File: src/rtl/spi_rxs_pkg.sv
package spi_rxs_pkg;

    localparam int DATA_W      = 8;
    localparam int SYNC_STAGES = 2;

    typedef enum logic {
        ROLE_SLAVE  = 1'b0,
        ROLE_MASTER = 1'b1
    } role_e;

    typedef struct packed {
        logic full;
        logic ovr;
        logic mfault;
    } stat_t;

    typedef struct packed {
        logic sck;
        logic mosi;
        logic miso;
    } pin_dir_t;

    function automatic pin_dir_t dir_for_role(role_e role);
        pin_dir_t d;
        d.sck  = (role == ROLE_MASTER);
        d.mosi = (role == ROLE_MASTER);
        d.miso = (role == ROLE_SLAVE);
        return d;
    endfunction

    function automatic logic irq_request(stat_t s, logic rx_en, logic err_en);
        return (rx_en & s.full) | (err_en & (s.ovr | s.mfault));
    endfunction

endpackage

File: src/rtl/spi_rxs_sync.sv
module spi_rxs_sync #(
    parameter int   STAGES  = 2,
    parameter logic RST_VAL = 1'b1
) (
    input  logic clk,
    input  logic rst,
    input  logic d,
    output logic q
);
    logic [STAGES-1:0] sr;

    for (genvar i = 0; i < STAGES; i++) begin : g_stage
        if (i == 0) begin : g_first
            always_ff @(posedge clk) begin
                if (rst) sr[0] <= RST_VAL;
                else     sr[0] <= d;
            end
        end else begin : g_rest
            always_ff @(posedge clk) begin
                if (rst) sr[i] <= RST_VAL;
                else     sr[i] <= sr[i-1];
            end
        end
    end

    assign q = sr[STAGES-1];
endmodule

File: src/rtl/spi_rxs_rxflags.sv
module spi_rxs_rxflags
    import spi_rxs_pkg::*;
#(
    parameter int W = DATA_W
) (
    input  logic         clk,
    input  logic         rst,
    input  logic         xfer_done,
    input  logic [W-1:0] xfer_data,
    input  logic         stat_rd,
    input  logic         data_rd,
    output logic         full,
    output logic         ovr,
    output logic [W-1:0] data
);
    logic arm_full, arm_ovr;
    logic accept, clr_full, clr_ovr;

    // A byte is taken only when nothing unread or unserviced is pending.
    assign accept   = xfer_done & ~full & ~ovr;
    assign clr_full = data_rd & arm_full;
    assign clr_ovr  = data_rd & arm_ovr;

    always_ff @(posedge clk) begin
        if (rst) begin
            full     <= 1'b0;
            ovr      <= 1'b0;
            arm_full <= 1'b0;
            arm_ovr  <= 1'b0;
            data     <= '0;
        end else begin
            if (stat_rd && full) arm_full <= 1'b1;
            else if (data_rd)    arm_full <= 1'b0;

            if (stat_rd && ovr)  arm_ovr <= 1'b1;
            else if (data_rd)    arm_ovr <= 1'b0;

            full <= (full & ~clr_full) | accept;
            ovr  <= (ovr & ~clr_ovr) | (xfer_done & full);

            if (accept) data <= xfer_data;
        end
    end


    load_chk: assert property (@(posedge clk) disable iff (rst)
        xfer_done && !full && !ovr |=> full && data == $past(xfer_data));

    ovr_set_chk: assert property (@(posedge clk) disable iff (rst)
        xfer_done && full |=> ovr);

    data_keep_chk: assert property (@(posedge clk) disable iff (rst)
        xfer_done && (full || ovr) |=> $stable(data));

    no_full_chk: assert property (@(posedge clk) disable iff (rst)
        ovr && !full |=> !full);

    full_unarmed_chk: assert property (@(posedge clk) disable iff (rst)
        full && !arm_full |=> full);

    ovr_unarmed_chk: assert property (@(posedge clk) disable iff (rst)
        ovr && !arm_ovr |=> ovr);
endmodule

File: src/rtl/spi_rxs_fault.sv
module spi_rxs_fault
    import spi_rxs_pkg::*;
(
    input  logic  clk,
    input  logic  rst,
    input  logic  ss_sync,
    input  role_e role,
    input  logic  busy,
    input  logic  fault_en,
    input  logic  stat_rd,
    input  logic  ctrl_wr,
    output logic  mfault
);
    logic ss_prev, ss_rise, bad_ss, set_fault, arm;

    assign ss_rise   = ss_sync & ~ss_prev;
    assign bad_ss    = (role == ROLE_MASTER) ? ~ss_sync : (busy & ss_rise);
    assign set_fault = fault_en & bad_ss;

    always_ff @(posedge clk) begin
        if (rst) begin
            ss_prev <= 1'b1;
            arm     <= 1'b0;
            mfault  <= 1'b0;
        end else begin
            ss_prev <= ss_sync;
            if (stat_rd && mfault) arm <= 1'b1;
            else if (ctrl_wr)      arm <= 1'b0;
            mfault <= (mfault & ~(ctrl_wr & arm)) | set_fault;
        end
    end


    en_gate_chk: assert property (@(posedge clk) disable iff (rst)
        !fault_en && !mfault |=> !mfault);

    mf_unarmed_chk: assert property (@(posedge clk) disable iff (rst)
        mfault && !arm |=> mfault);

    slave_idle_chk: assert property (@(posedge clk) disable iff (rst)
        role == ROLE_SLAVE && !busy && !mfault |=> !mfault);
endmodule

File: src/rtl/spi_rx_status.sv
module spi_rx_status
    import spi_rxs_pkg::*;
(
    input  logic              clk,
    input  logic              rst,
    input  logic              master_sel,
    input  logic              fault_en,
    input  logic              rx_ie,
    input  logic              err_ie,
    input  logic              ss_pin,
    input  logic              busy,
    input  logic              xfer_done,
    input  logic [DATA_W-1:0] xfer_data,
    input  logic              stat_rd,
    input  logic              data_rd,
    input  logic              ctrl_wr,
    output logic              rx_full,
    output logic              overflow,
    output logic              mode_fault,
    output logic [DATA_W-1:0] rx_data,
    output logic              sck_oe,
    output logic              mosi_oe,
    output logic              miso_oe,
    output logic              irq
);
    role_e    role;
    stat_t    st;
    pin_dir_t dir;
    logic     ss_s;

    assign role = master_sel ? ROLE_MASTER : ROLE_SLAVE;

    spi_rxs_sync #(.STAGES(SYNC_STAGES), .RST_VAL(1'b1)) u_sync (
        .clk(clk), .rst(rst), .d(ss_pin), .q(ss_s)
    );

    spi_rxs_rxflags #(.W(DATA_W)) u_rx (
        .clk(clk), .rst(rst), .xfer_done(xfer_done), .xfer_data(xfer_data),
        .stat_rd(stat_rd), .data_rd(data_rd),
        .full(st.full), .ovr(st.ovr), .data(rx_data)
    );

    spi_rxs_fault u_fault (
        .clk(clk), .rst(rst), .ss_sync(ss_s), .role(role), .busy(busy),
        .fault_en(fault_en), .stat_rd(stat_rd), .ctrl_wr(ctrl_wr),
        .mfault(st.mfault)
    );

    assign dir        = dir_for_role(role);
    assign sck_oe     = dir.sck;
    assign mosi_oe    = dir.mosi;
    assign miso_oe    = dir.miso;
    assign rx_full    = st.full;
    assign overflow   = st.ovr;
    assign mode_fault = st.mfault;
    assign irq        = irq_request(st, rx_ie, err_ie);


    irq_quiet_chk: assert property (@(posedge clk) disable iff (rst)
        !rx_full && !overflow && !mode_fault |-> !irq);

    pin_flip_chk: assert property (@(posedge clk) disable iff (rst)
        sck_oe == mosi_oe && sck_oe != miso_oe);
endmodule

File: config.mk
export PLATFORM = sky130hd
export DESIGN_NAME = spi_rx_status
export DESIGN_NICKNAME = d
export VERILOG_FILES = /design/src/rtl/spi_rxs_pkg.sv /design/src/rtl/spi_rxs_sync.sv /design/src/rtl/spi_rxs_rxflags.sv /design/src/rtl/spi_rxs_fault.sv /design/src/rtl/spi_rx_status.sv
export SDC_FILE = /design/constraint.sdc
export NUM_CORES = 1
export LEC_CHECK = 0
export BUFFER_PORTS_ARGS = -buffer_cell sky130_fd_sc_hd__buf_2
export CAP_MARGIN = 20
export CELL_PAD_IN_SITES_DETAIL_PLACEMENT = 2
export CELL_PAD_IN_SITES_GLOBAL_PLACEMENT = 2
export CORE_ASPECT_RATIO = 1.75
export CORE_MARGIN = 10
export CORE_UTILIZATION = 24
export CTS_CLUSTER_SIZE = 40
export DETAILED_ROUTE_END_ITERATION = 10
export PLACE_DENSITY = 0.76
export SYNTH_ARGS = -nofsm -noshare
export SYNTH_HDL_FRONTEND = slang
export SYNTH_SLANG_ARGS = --single-unit
File: constraint.sdc
create_clock -name clk -period 1.8 [get_ports clk]
set_input_delay 0.54 -clock clk [delete_from_list [all_inputs] [get_ports clk]]
set_output_delay 0.54 -clock clk [all_outputs]
set_load 0.02 [all_outputs]
==> impl_summary.txt, run 1 <==
----------------------------------------------------
[Timing]
  Setup repair after global routing missed its margin ... false
  Upper clock frequency limit ... 642 MHz
  Final hold violations ... 0
  Share of the clock period used by the worst path after layout ... 86.5%
  Tightest Pin Transition ... 580 ps
  TNS Setup ... 0 ps
  Setup skew after layout ... 1.10 ps
  Worst slew margin relative to its limit ... 61.2%
  Final Critical Period ... 1560 ps
  Setup violations, final ... 0
  Worst hold-check slack ... 432 ps
  Setup slack of the critical path after layout ... 243 ps
  Final max-slew violation count ... 0

[Setup path]
  CP max-delay cell ... dfxtp_1
  Path type of the worst setup path ... reg2out
  WP data required ... 1260 ps
  Worst Setup End Kind ... output port
  Crit Reg-Reg Startpoint ... u_rx.full$_SDFF_PP0_
  Kind of start point of the critical path ... flop
  Largest stage delay, worst path ... 420 ps
  Critical Path, Cell by Cell ... o21ai_0, nand2_1, buf_2
  Number of cells traversed by the worst register-to-register path ... 3
  Critical path fanouts, max ... 6
  Reg2Reg Capture Point ... u_rx.data[3]$_SDFFE_PP0P_
  Reg2reg setup slack ... 540 ps
  Endpoint arrival time on the critical path ... 1020 ps

[GRT]
  Grt ovf ... 0
  Number of global-route vias before repair ... 678
  Number of antenna violations at the first check in global routing ... 0
  Global-route wire length before repair ... 3.22 mm
  Tot GR Track Use ... 8.03%
  Maximum number of pins on one net before global-route repair ... 19

[Floorplanning]
  Starting density of the core ... 25.3%
  Width of the chip ... 59.0 um
  Row count ... 24
  Core region area ... 0.00252 mm2
  Total die area ... 0.00521 mm2
  Number of top-level pins ... 35
  Height of the die ... 88.3 um

[Synthesis]
  Synth Net Count ... 95
  Portion of synthesized cell area occupied by the leading cell type ... 53.2%
  Dominant register cell in the synthesized netlist ... dfxtp_1
  Post-synthesis sequential area ratio ... 53.2%
  Seq cells post-synth ... 17
  Synth Area per Inst ... 8.52 um2
  Most instantiated library cell after synthesis ... nand2_1
  Cell types occupying the most area after synthesis ... dfxtp_1 (53%), nand2_1 (13%), a21oi_1 (7.8%)
  Area leader, netlist ... dfxtp_1
  Synth cell count leaders ... nand2_1 (22), dfxtp_1 (17), a21oi_1 (10)
  Number of warnings reported in the yosys synthesis log ... 0
  Number of distinct library cells after synthesis ... 17
  Netlist area before placement ... 639 um2
  EDFF count, synth ... 0
  Async SR Flop Fraction ... 0%
  Post-synthesis cell count ... 75

[Clock tree]
  Worst skew pair latency ... 250 ps
  Clock root buffer master ... clkbuf_8
  CTS sink cnt ... 17
  Hold bufs inserted after CTS ... 0
  TritonCTS clock tree ... yes
  Maximum number of buffers from clock root to sink ... 2
  Post-CTS setup buffer count ... 0
  Clock transition time at the flip-flop clock pins of the worst setup and hold paths ... 60 ps
  Number of H-tree branching levels ... 1
  CTS buffer count ... 3
  Number of gates resized after cts ... 0

[Route]
  First-pass detailed-route iteration total ... 3
  Via count of the routed design ... 622
  Post-DR wirelength/cell ... 15.3 um
  DRC violation count after routing ... 0
  Post-route ant nets ... 0
  Number of DRC markers after the initial detailed-route iteration ... 3
  Sum of routed wire length over all layers ... 2.05 mm
  Via/cell ratio ... 4.64

[Finish]
  Layout cell share with drive strength beyond 1 ... 38.0%
  Fillcell total ... 322
  Final #Nets ... 129
  Count of inserted antenna diode cells ... 0
  Area grow syn2layout ... 33.5%
  Finished Layout Cells ... 134

[Power and ir drop]
  Cell area power density ... 963 mW/mm2
  Peak ir drop on the vdd network ... 0.320 mV
  Leakage power summed over all cells ... 0.406 nW

[Outcome]
  Status ... complete, no violations

[Placement]
  Weighted congestion reported at the end of routability-driven placement ... 0.676
  Final HPWL from detailed placement ... 1.68 mm
  Placed instance count ... 130
  Worst-case setup slack after placement ... 286 ps
  Number of I/O port buffers ... 34

[Min path]
  Worst Hold Path EP ... u_sync.q$_SDFF_PP1_
  Path type of the worst min-delay path ... reg2reg
  Worst hold start ... u_sync.sr[0]$_SDFF_PP1_
  Hold path cells ... 1

[Job]
  Max_cap viols ... 0

----------------------------------------------------
==> critical path, delay by kind of cell (launching register included) <==
kind / cells / cell delay [ps]
AND/OR/NAND/NOR: 1 / 80
buffers and inverters: 1 / 160
AO/OA/AOI/OAI: 1 / 110
flip-flops: 1 / 420
==> state kept, by name (all words and copies together) (netlist names) <==
| signal | cells |
|---|---|
| u_sync.sr | 1 |
| u_sync.q | 1 |
| u_fault.mfault | 1 |
| u_rx.full | 1 |
| u_fault.ss_prev | 1 |
| u_rx.arm_full | 1 |
| u_rx.data | 8 |
| u_fault.arm | 1 |
| u_rx.ovr | 1 |
| u_rx.arm_ovr | 1 |
==> worst max path at each step <==
stage                          from                   endpoint  slack [ps]  cells past startpoint
4_1_cts        u_rx.full$_SDFF_PP0_                        irq         210                      3
3_3_place_gp                 err_ie                        irq         330                      4
5_1_grt        u_rx.full$_SDFF_PP0_                        irq         190                      3
6_report        u_rx.ovr$_SDFF_PP0_                        irq         240                      3
2_1_floorplan   u_rx.ovr$_SDFF_PP0_                        irq         480                      2
3_5_place_dp              xfer_done  u_rx.data[5]$_SDFFE_PP0P_         290                      4
==> stage by stage <==
step           cell area (um2)  util (%)  power (mW)
2_1_floorplan              639         -       0.502
4_1_cts                    853      33.8       0.845
6_report                   853      33.8       0.822
3_5_place_dp               808      32.0       0.558
3_3_place_gp               808      32.0       0.551
5_1_grt                    853      33.8       0.865
==> report_power, final <==
part	total (mW)	switching [mW]	internal, mW
clock network	0.278	0.121	0.157
logic	0.131	0.0799	0.0511
registers	0.413	0.0151	0.398
==> layer usage <==
layer,GRT usage [%],up-vias,part of all wire [%]
li1,-,306,-
met1,7.28,295,36
met2,14.6,19,55
met3,3.16,2,8.0
met4,4.40,0,1.0
met5,0,-,0
==> placed cells by master (no fill, tap or decap), drive strengths merged <==
cell type and n:
a22oi 3, buf 34, mux2i 1, inv 2, clkbuf 4, nor2 4, nor3b 2, dfxtp 17
or3b 1, a21oi 10, or2 3, nand2b 2, nand2 22, o21ai 2, nand3b 1
==> area by class of cell <==
cell class,count,area [um2],share of cell area (%)
inverters,2,7.51,0.880
well taps,26,32.5,3.81
flip-flops and latches,17,340,39.9
multi-input cells,51,258,30.2
repair buffers,34,170,19.9
clock buffers,4,45.0,5.28
==> cell families after synthesis <==
group | synth area share [%]
flip-flops | 53.2
buffers and inverters | 6.46
multiplexers | 1.57
AND/OR/NAND/NOR | 25.8
AO/OA/AOI/OAI | 12.9
No activity file was read; power rests on OpenSTA's default activity.
==> run 2: changes to the inputs <==
BUFFER_PORTS_ARGS = -buffer_cell sky130_fd_sc_hd__buf_4   (was -buffer_cell sky130_fd_sc_hd__buf_2)
==> impl_summary.txt, run 2 (synthesized netlist as in run 1, its figures left out) <==
----------------------------------------------------
[Outcome]
  Status ... complete, no violations

[Clock tree]
  Worst skew pair latency ... 250 ps (about the same)
  Number of H-tree branching levels ... 1 (unchanged)
  Clock root buffer master ... clkbuf_8
  Maximum number of buffers from clock root to sink ... 2 (unchanged)
  Hold bufs inserted after CTS ... 0 (unchanged)
  Clock transition time at the flip-flop clock pins of the worst setup and hold paths ... 70 ps (about the same)
  CTS buffer count ... 3 (unchanged)
  Post-CTS setup buffer count ... 0 (unchanged)
  CTS sink cnt ... 17 (unchanged)
  TritonCTS clock tree ... yes
  Number of gates resized after cts ... 0 (unchanged)

[Power and ir drop]
  Peak ir drop on the vdd network ... 0.331 mV (+3.7%)
  Combinational share of power ... 18.1% (+2.2 points)
  Net switching fraction of the power ... 26.7% (+0.46 points)
  Cell area power density ... 910 mW/mm2 (-5.5%)
  Fraction of power consumed by sequential logic ... 48.5% (-1.8 points)
  Internal Pwr Total ... 0.627 mW (+3.4%)
  Tot Pwr ... 0.855 mW (+4.0%)
  Clock network power share ... 33.4% (-0.4 points)
  Leakage power summed over all cells ... 0.429 nW (+5.7%)
  Switching Power ... 0.229 mW (+5.8%)

[Timing]
  Final hold violations ... 0 (unchanged)
  Worst slew margin relative to its limit ... 60.7% (-0.52 points)
  Worst hold-check slack ... 436 ps (+3.74 ps)
  Setup slack of the critical path after layout ... 235 ps (-8.12 ps)
  Share of the clock period used by the worst path after layout ... 86.9% (+0.45 points)
  Final max-slew violation count ... 0 (unchanged)
  Setup skew after layout ... 2.25 ps (+1.15 ps)
  Tightest Pin Transition ... 588 ps (+7.75 ps)
  Setup repair after global routing missed its margin ... false
  Final Critical Period ... 1560 ps (+8.12 ps)
  Upper clock frequency limit ... 639 MHz (-0.52%)
  TNS Setup ... 0 ps (unchanged)
  Setup violations, final ... 0 (unchanged)

[Floorplanning]
  Total die area ... 0.00521 mm2 (unchanged)
  Row count ... 24 (unchanged)
  Number of top-level pins ... 35 (unchanged)
  Core region area ... 0.00252 mm2 (unchanged)
  Height of the die ... 88.3 um (unchanged)
  Width of the chip ... 59.0 um (unchanged)
  Starting density of the core ... 25.3% (unchanged)

[Finish]
  Area grow syn2layout ... 47.0%
  Final #Nets ... 129 (unchanged)
  Total non-filler cell area in the finished layout ... 940 um2 (+10%)
  Finished Layout Cells ... 134 (unchanged)
  Top library cells by usage in the layout, fill and taps aside ... buf_4 (34), nand2_1 (22), dfxtp_1 (17)
  Register bank with the most flops ... u_rx.data
  Final standard cell utilization of the core ... 37.3% (+3.4 points)
  Flip-flop count of the largest register, all copies and words added ... 8 (unchanged)
  Fillcell total ... 316 (-1.9%)
  Count of inserted antenna diode cells ... 0 (unchanged)
  Layout cell share with drive strength beyond 1 ... 38.9% (+0.93 points)
  Commonest non-fill, non-tap cell in the layout ... buf_4

[GRT]
  Grt ovf ... 0 (unchanged)
  Number of antenna violations at the first check in global routing ... 0 (unchanged)
  Global-route wire length before repair ... 3.50 mm (+8.8%)
  Tot GR Track Use ... 8.66% (+0.62 points)
  Number of global-route vias before repair ... 699 (+3.1%)
  Maximum number of pins on one net before global-route repair ... 19 (unchanged)

[Route]
  Post-DR wirelength/cell ... 15.8 um (+3.7%)
  First-pass detailed-route iteration total ... 2 (-1)
  Via count of the routed design ... 630 (+1.3%)
  Number of DRC markers after the initial detailed-route iteration ... 5 (+2)
  Sum of routed wire length over all layers ... 2.12 mm (+3.7%)
  Post-route ant nets ... 0 (unchanged)
  Via/cell ratio ... 4.70 (+1.3%)
  DRC violation count after routing ... 0 (unchanged)

[Setup path]
  Worst Setup End Kind ... output port
  Path type of the worst setup path ... reg2out
  Endpoint arrival time on the critical path ... 1020 ps (about the same)
  WP data required ... 1260 ps (about the same)
  Kind of start point of the critical path ... flop
  Critical path fanouts, max ... 6 (unchanged)

[Placement]
  Worst-case setup slack after placement ... 309 ps (+22.4 ps)
  Weighted congestion reported at the end of routability-driven placement ... 0.658 (-2.8%)
  Number of I/O port buffers ... 34 (unchanged)
  Total cell area at the placement stage ... 893 um2 (+11%)
  Placed instance count ... 130 (unchanged)
  Final HPWL from detailed placement ... 1.73 mm (+2.7%)

[Min path]
  Path type of the worst min-delay path ... reg2reg

[Job]
  Max_cap viols ... 0 (unchanged)

----------------------------------------------------
==> run 2: cell types whose count changed in the layout (fill, tap and decap cells not counted) <==
cell,before,now
clkinv_2,0,1
buf_2,34,0
buf_4,0,34
clkbuf_1,1,0
==> run 2: routing by layer <==
layer / track usage [%] / up-vias / part of all wire, %
li1: - / 308 / -
met1: 8.35 / 296 / 37
met2: 15.2 / 22 / 53
met3: 3.16 / 4 / 8.1
met4: 5.03 / 0 / 1.8
met5: 0 / - / 0
==> run 2: final timing paths <==
| path | slack [ps] | startpoint | endpoint | cells after the start |
|---|---|---|---|---|
| min | 440 | u_sync.sr[0]$_SDFF_PP1_ | u_sync.q$_SDFF_PP1_ | 1 |
| max reg2reg | 520 | u_rx.full$_SDFF_PP0_ | u_rx.data[0]$_SDFFE_PP0P_ | 3 |
| max | 240 | u_rx.ovr$_SDFF_PP0_ | irq | 3 |
| min reg2reg | 440 | u_sync.sr[0]$_SDFF_PP1_ | u_sync.q$_SDFF_PP1_ | 1 |
==> run 2: power groups by stage <==
stage	Clock (mW)	Combinational [mW]	Sequential [mW]
2_1_floorplan	0	0.0614	0.441
6_report	0.285	0.155	0.415
5_1_grt	0.317	0.173	0.418
4_1_cts	0.299	0.160	0.415
3_3_place_gp	0	0.155	0.423
3_5_place_dp	0	0.159	0.424
==> run 2: cell type report <==
class / instances / area (um2) / area share, %
Clock buffer: 3 / 41.3 / 4.39
Inverter: 2 / 7.51 / 0.799
Clock inverter: 1 / 5.00 / 0.533
Sequential cell: 17 / 340 / 36.2
Multi-Input combinational cell: 51 / 258 / 27.4
Timing Repair Buffer: 34 / 255 / 27.2
Tap cell: 26 / 32.5 / 3.46
==> run 2: critical path, stage by stage (launching register included) <==
cell and delay [ps]:
dfxtp_1 370, o21ai_0 180, nand2_1 80, buf_4 150
==> run 3: changes to the inputs <==
ABC_AREA = 1   (was not set)
CORE_UTILIZATION = 23   (was 24)
PLACE_DENSITY = 0.75   (was 0.76)
==> impl_summary.txt, run 3 <==
----------------------------------------------------
[Route]
  Number of DRC markers after the initial detailed-route iteration ... 0 (-5)
  Post-route ant nets ... 0 (unchanged)
  Sum of routed wire length over all layers ... 2.09 mm (-1.5%)
  DRC violation count after routing ... 0 (unchanged)
  Post-DR wirelength/cell ... 14.6 um (-7.7%)
  Via/cell ratio ... 4.63 (-1.5%)
  Via count of the routed design ... 662 (+5.1%)
  First-pass detailed-route iteration total ... 1 (-1)

[Setup path]
  Endpoint arrival time on the critical path ... 1030 ps (about the same)
  Largest stage delay, worst path ... 360 ps (about the same)
  Critical Path Source ... u_rx.ovr$_SDFF_PP0_
  Critical Path, Cell by Cell ... o21ai_0, nand2_1, buf_4
  CP max-delay cell ... dfxtp_1
  Kind of start point of the critical path ... flop
  Path type of the worst setup path ... reg2out
  Worst Setup End Kind ... output port
  WP data required ... 1260 ps (about the same)
  Critical path fanouts, max ... 5 (-1)
  Crit Reg-Reg Startpoint ... u_rx.full$_SDFF_PP0_

[Finish]
  Register bank with the most flops ... u_rx.data
  Layout cell share with drive strength beyond 1 ... 39.7% (+0.77 points)
  Count of inserted antenna diode cells ... 0 (unchanged)
  Flip-flop count of the largest register, all copies and words added ... 8 (unchanged)
  Final #Nets ... 137 (+6.2%)
  Final standard cell utilization of the core ... 35.4% (-1.8 points)
  Top library cells by usage in the layout, fill and taps aside ... buf_4 (34), nand2_1 (17), dfxtp_1 (17)
  Area grow syn2layout ... 49.4%
  Fillcell total ... 338 (+7.0%)
  Commonest non-fill, non-tap cell in the layout ... buf_4

[Timing]
  Share of the clock period used by the worst path after layout ... 87.0% (+0.096 points)
  Setup repair after global routing missed its margin ... false
  Worst hold-check slack ... 415 ps (-20.5 ps)
  Final hold violations ... 0 (unchanged)
  Final max-slew violation count ... 0 (unchanged)
  Setup violations, final ... 0 (unchanged)
  TNS Setup ... 0 ps (unchanged)
  Setup skew after layout ... 7.63 ps (+5.38 ps)
  Final Critical Period ... 1570 ps (+1.73 ps)
  Worst slew margin relative to its limit ... 84.2% (+24 points)
  Tightest Pin Transition ... 237 ps (-351 ps)
  Upper clock frequency limit ... 638 MHz (-0.11%)

[Synthesis]
  Seq cells post-synth ... 17 (unchanged)
  Cell types occupying the most area after synthesis ... dfxtp_1 (53%), nand2_1 (10%), nor2_1 (8.2%)
  Synth Area per Inst ... 7.88 um2 (-7.6%)
  Synth Net Count ... 101 (+6.3%)
  Synth cell count leaders ... dfxtp_1 (17), nand2_1 (17), nor2_1 (14)
  Post-synthesis cell count ... 81 (+8.0%)
  Number of warnings reported in the yosys synthesis log ... 0 (unchanged)
  Async SR Flop Fraction ... 0% (unchanged)
  Post-synthesis sequential area ratio ... 53.3% (+0.10 points)
  Number of distinct library cells after synthesis ... 13 (-4)
  Portion of synthesized cell area occupied by the leading cell type ... 53.3% (+0.10 points)
  Netlist area before placement ... 638 um2 (-0.20%)
  Dominant register cell in the synthesized netlist ... dfxtp_1
  Area leader, netlist ... dfxtp_1
  EDFF count, synth ... 0 (unchanged)

[Outcome]
  Status ... complete, no violations

[Clock tree]
  Number of gates resized after cts ... 0 (unchanged)
  Hold bufs inserted after CTS ... 0 (unchanged)
  CTS sink cnt ... 17 (unchanged)
  Clock transition time at the flip-flop clock pins of the worst setup and hold paths ... 70 ps (about the same)
  CTS buffer count ... 3 (unchanged)
  Worst skew pair latency ... 260 ps (about the same)
  Number of H-tree branching levels ... 1 (unchanged)
  Clock root buffer master ... clkbuf_8
  Maximum number of buffers from clock root to sink ... 2 (unchanged)
  Post-CTS setup buffer count ... 0 (unchanged)
  TritonCTS clock tree ... yes

[Floorplanning]
  Core region area ... 0.00269 mm2 (+6.6%)
  Number of top-level pins ... 35 (unchanged)
  Width of the chip ... 59.8 um (+1.4%)
  Height of the die ... 89.7 um (+1.6%)
  Total die area ... 0.00536 mm2 (+3.0%)
  Starting density of the core ... 23.7% (-1.6 points)
  Row count ... 25 (+4.2%)

[Min path]
  Path type of the worst min-delay path ... reg2reg
  Worst hold start ... u_sync.sr[0]$_SDFF_PP1_

[Power and ir drop]
  Leakage power summed over all cells ... 0.459 nW (+7.1%)
  Cell area power density ... 946 mW/mm2 (+4.0%)
  Peak ir drop on the vdd network ... 0.393 mV (+19%)
  Tot Pwr ... 0.902 mW (+5.5%)

[Placement]
  Final HPWL from detailed placement ... 1.76 mm (+1.9%)
  Number of I/O port buffers ... 34 (unchanged)
  Weighted congestion reported at the end of routability-driven placement ... 0.644 (-2.1%)

[GRT]
  Number of global-route vias before repair ... 776 (+11%)
  Tot GR Track Use ... 8.44% (-0.22 points)
  Grt ovf ... 0 (unchanged)
  Global-route wire length before repair ... 3.53 mm (+0.97%)
  Number of antenna violations at the first check in global routing ... 0 (unchanged)
  Maximum number of pins on one net before global-route repair ... 11 (-8)

[Job]
  Max_cap viols ... 0 (unchanged)

----------------------------------------------------
run 3: metrics by stage:
stage | instance area (um2) | instances | setup WS [ps]
after detailed placement | 907 | 139 | 302
after floorplan | 638 | 81 | 496
after global placement | 907 | 139 | 346
after CTS | 953 | 143 | 194
after global routing | 953 | 143 | 147
final | 953 | 143 | 233
run 3: kinds of logic (layout without fill, tap and decap cells):
group	Yosys count	in the layout	synth area share, %
AOI/OAI and AO/OA	15	15	11.8
buffers and inverters	9	44	7.45
and+or+nand+nor	40	40	27.5
DFF	17	17	53.3
run 3: layout make-up:
type	instances	area (um2)	share of cell area, %
clock inverters	1	5.00	0.525
inverters	6	27.5	2.89
multi-input cells	55	250	26.2
repair buffers	34	255	26.8
flip-flops and latches	17	340	35.7
clock buffers	3	41.3	4.33
well taps	27	33.8	3.54
run 3: final timing paths:
path	end	slack [ps]	depth (start not counted)
worst min register to register	u_sync.q$_SDFF_PP1_	420	1
worst max-delay path	irq	230	3
worst max register to register	u_rx.data[0]$_SDFFE_PP0P_	770	5
worst min-delay path	u_sync.q$_SDFF_PP1_	420	1
run 3: worst max-delay path: cells and delay by family (launching register included):
family,cells,cell delay [ps]
buf+inv,1,160
flops,1,360
simple gates,1,70
compound gates,1,190
run 3: metal layers:
layer / up-vias / global-route usage [%] / wire length, um
met2: 31 / 14.8 / 1100
li1: 325 / - / -
met3: 4 / 4.23 / 230
met4: 0 / 4.92 / 22
met5: - / 0 / 0
met1: 302 / 7.42 / 737
run 3: where the power goes:
group	leakage [nW]	internal [mW]	switching (mW)
logic	0.294	0.0871	0.102
clock network	0.0255	0.154	0.134
registers	0.140	0.405	0.0203
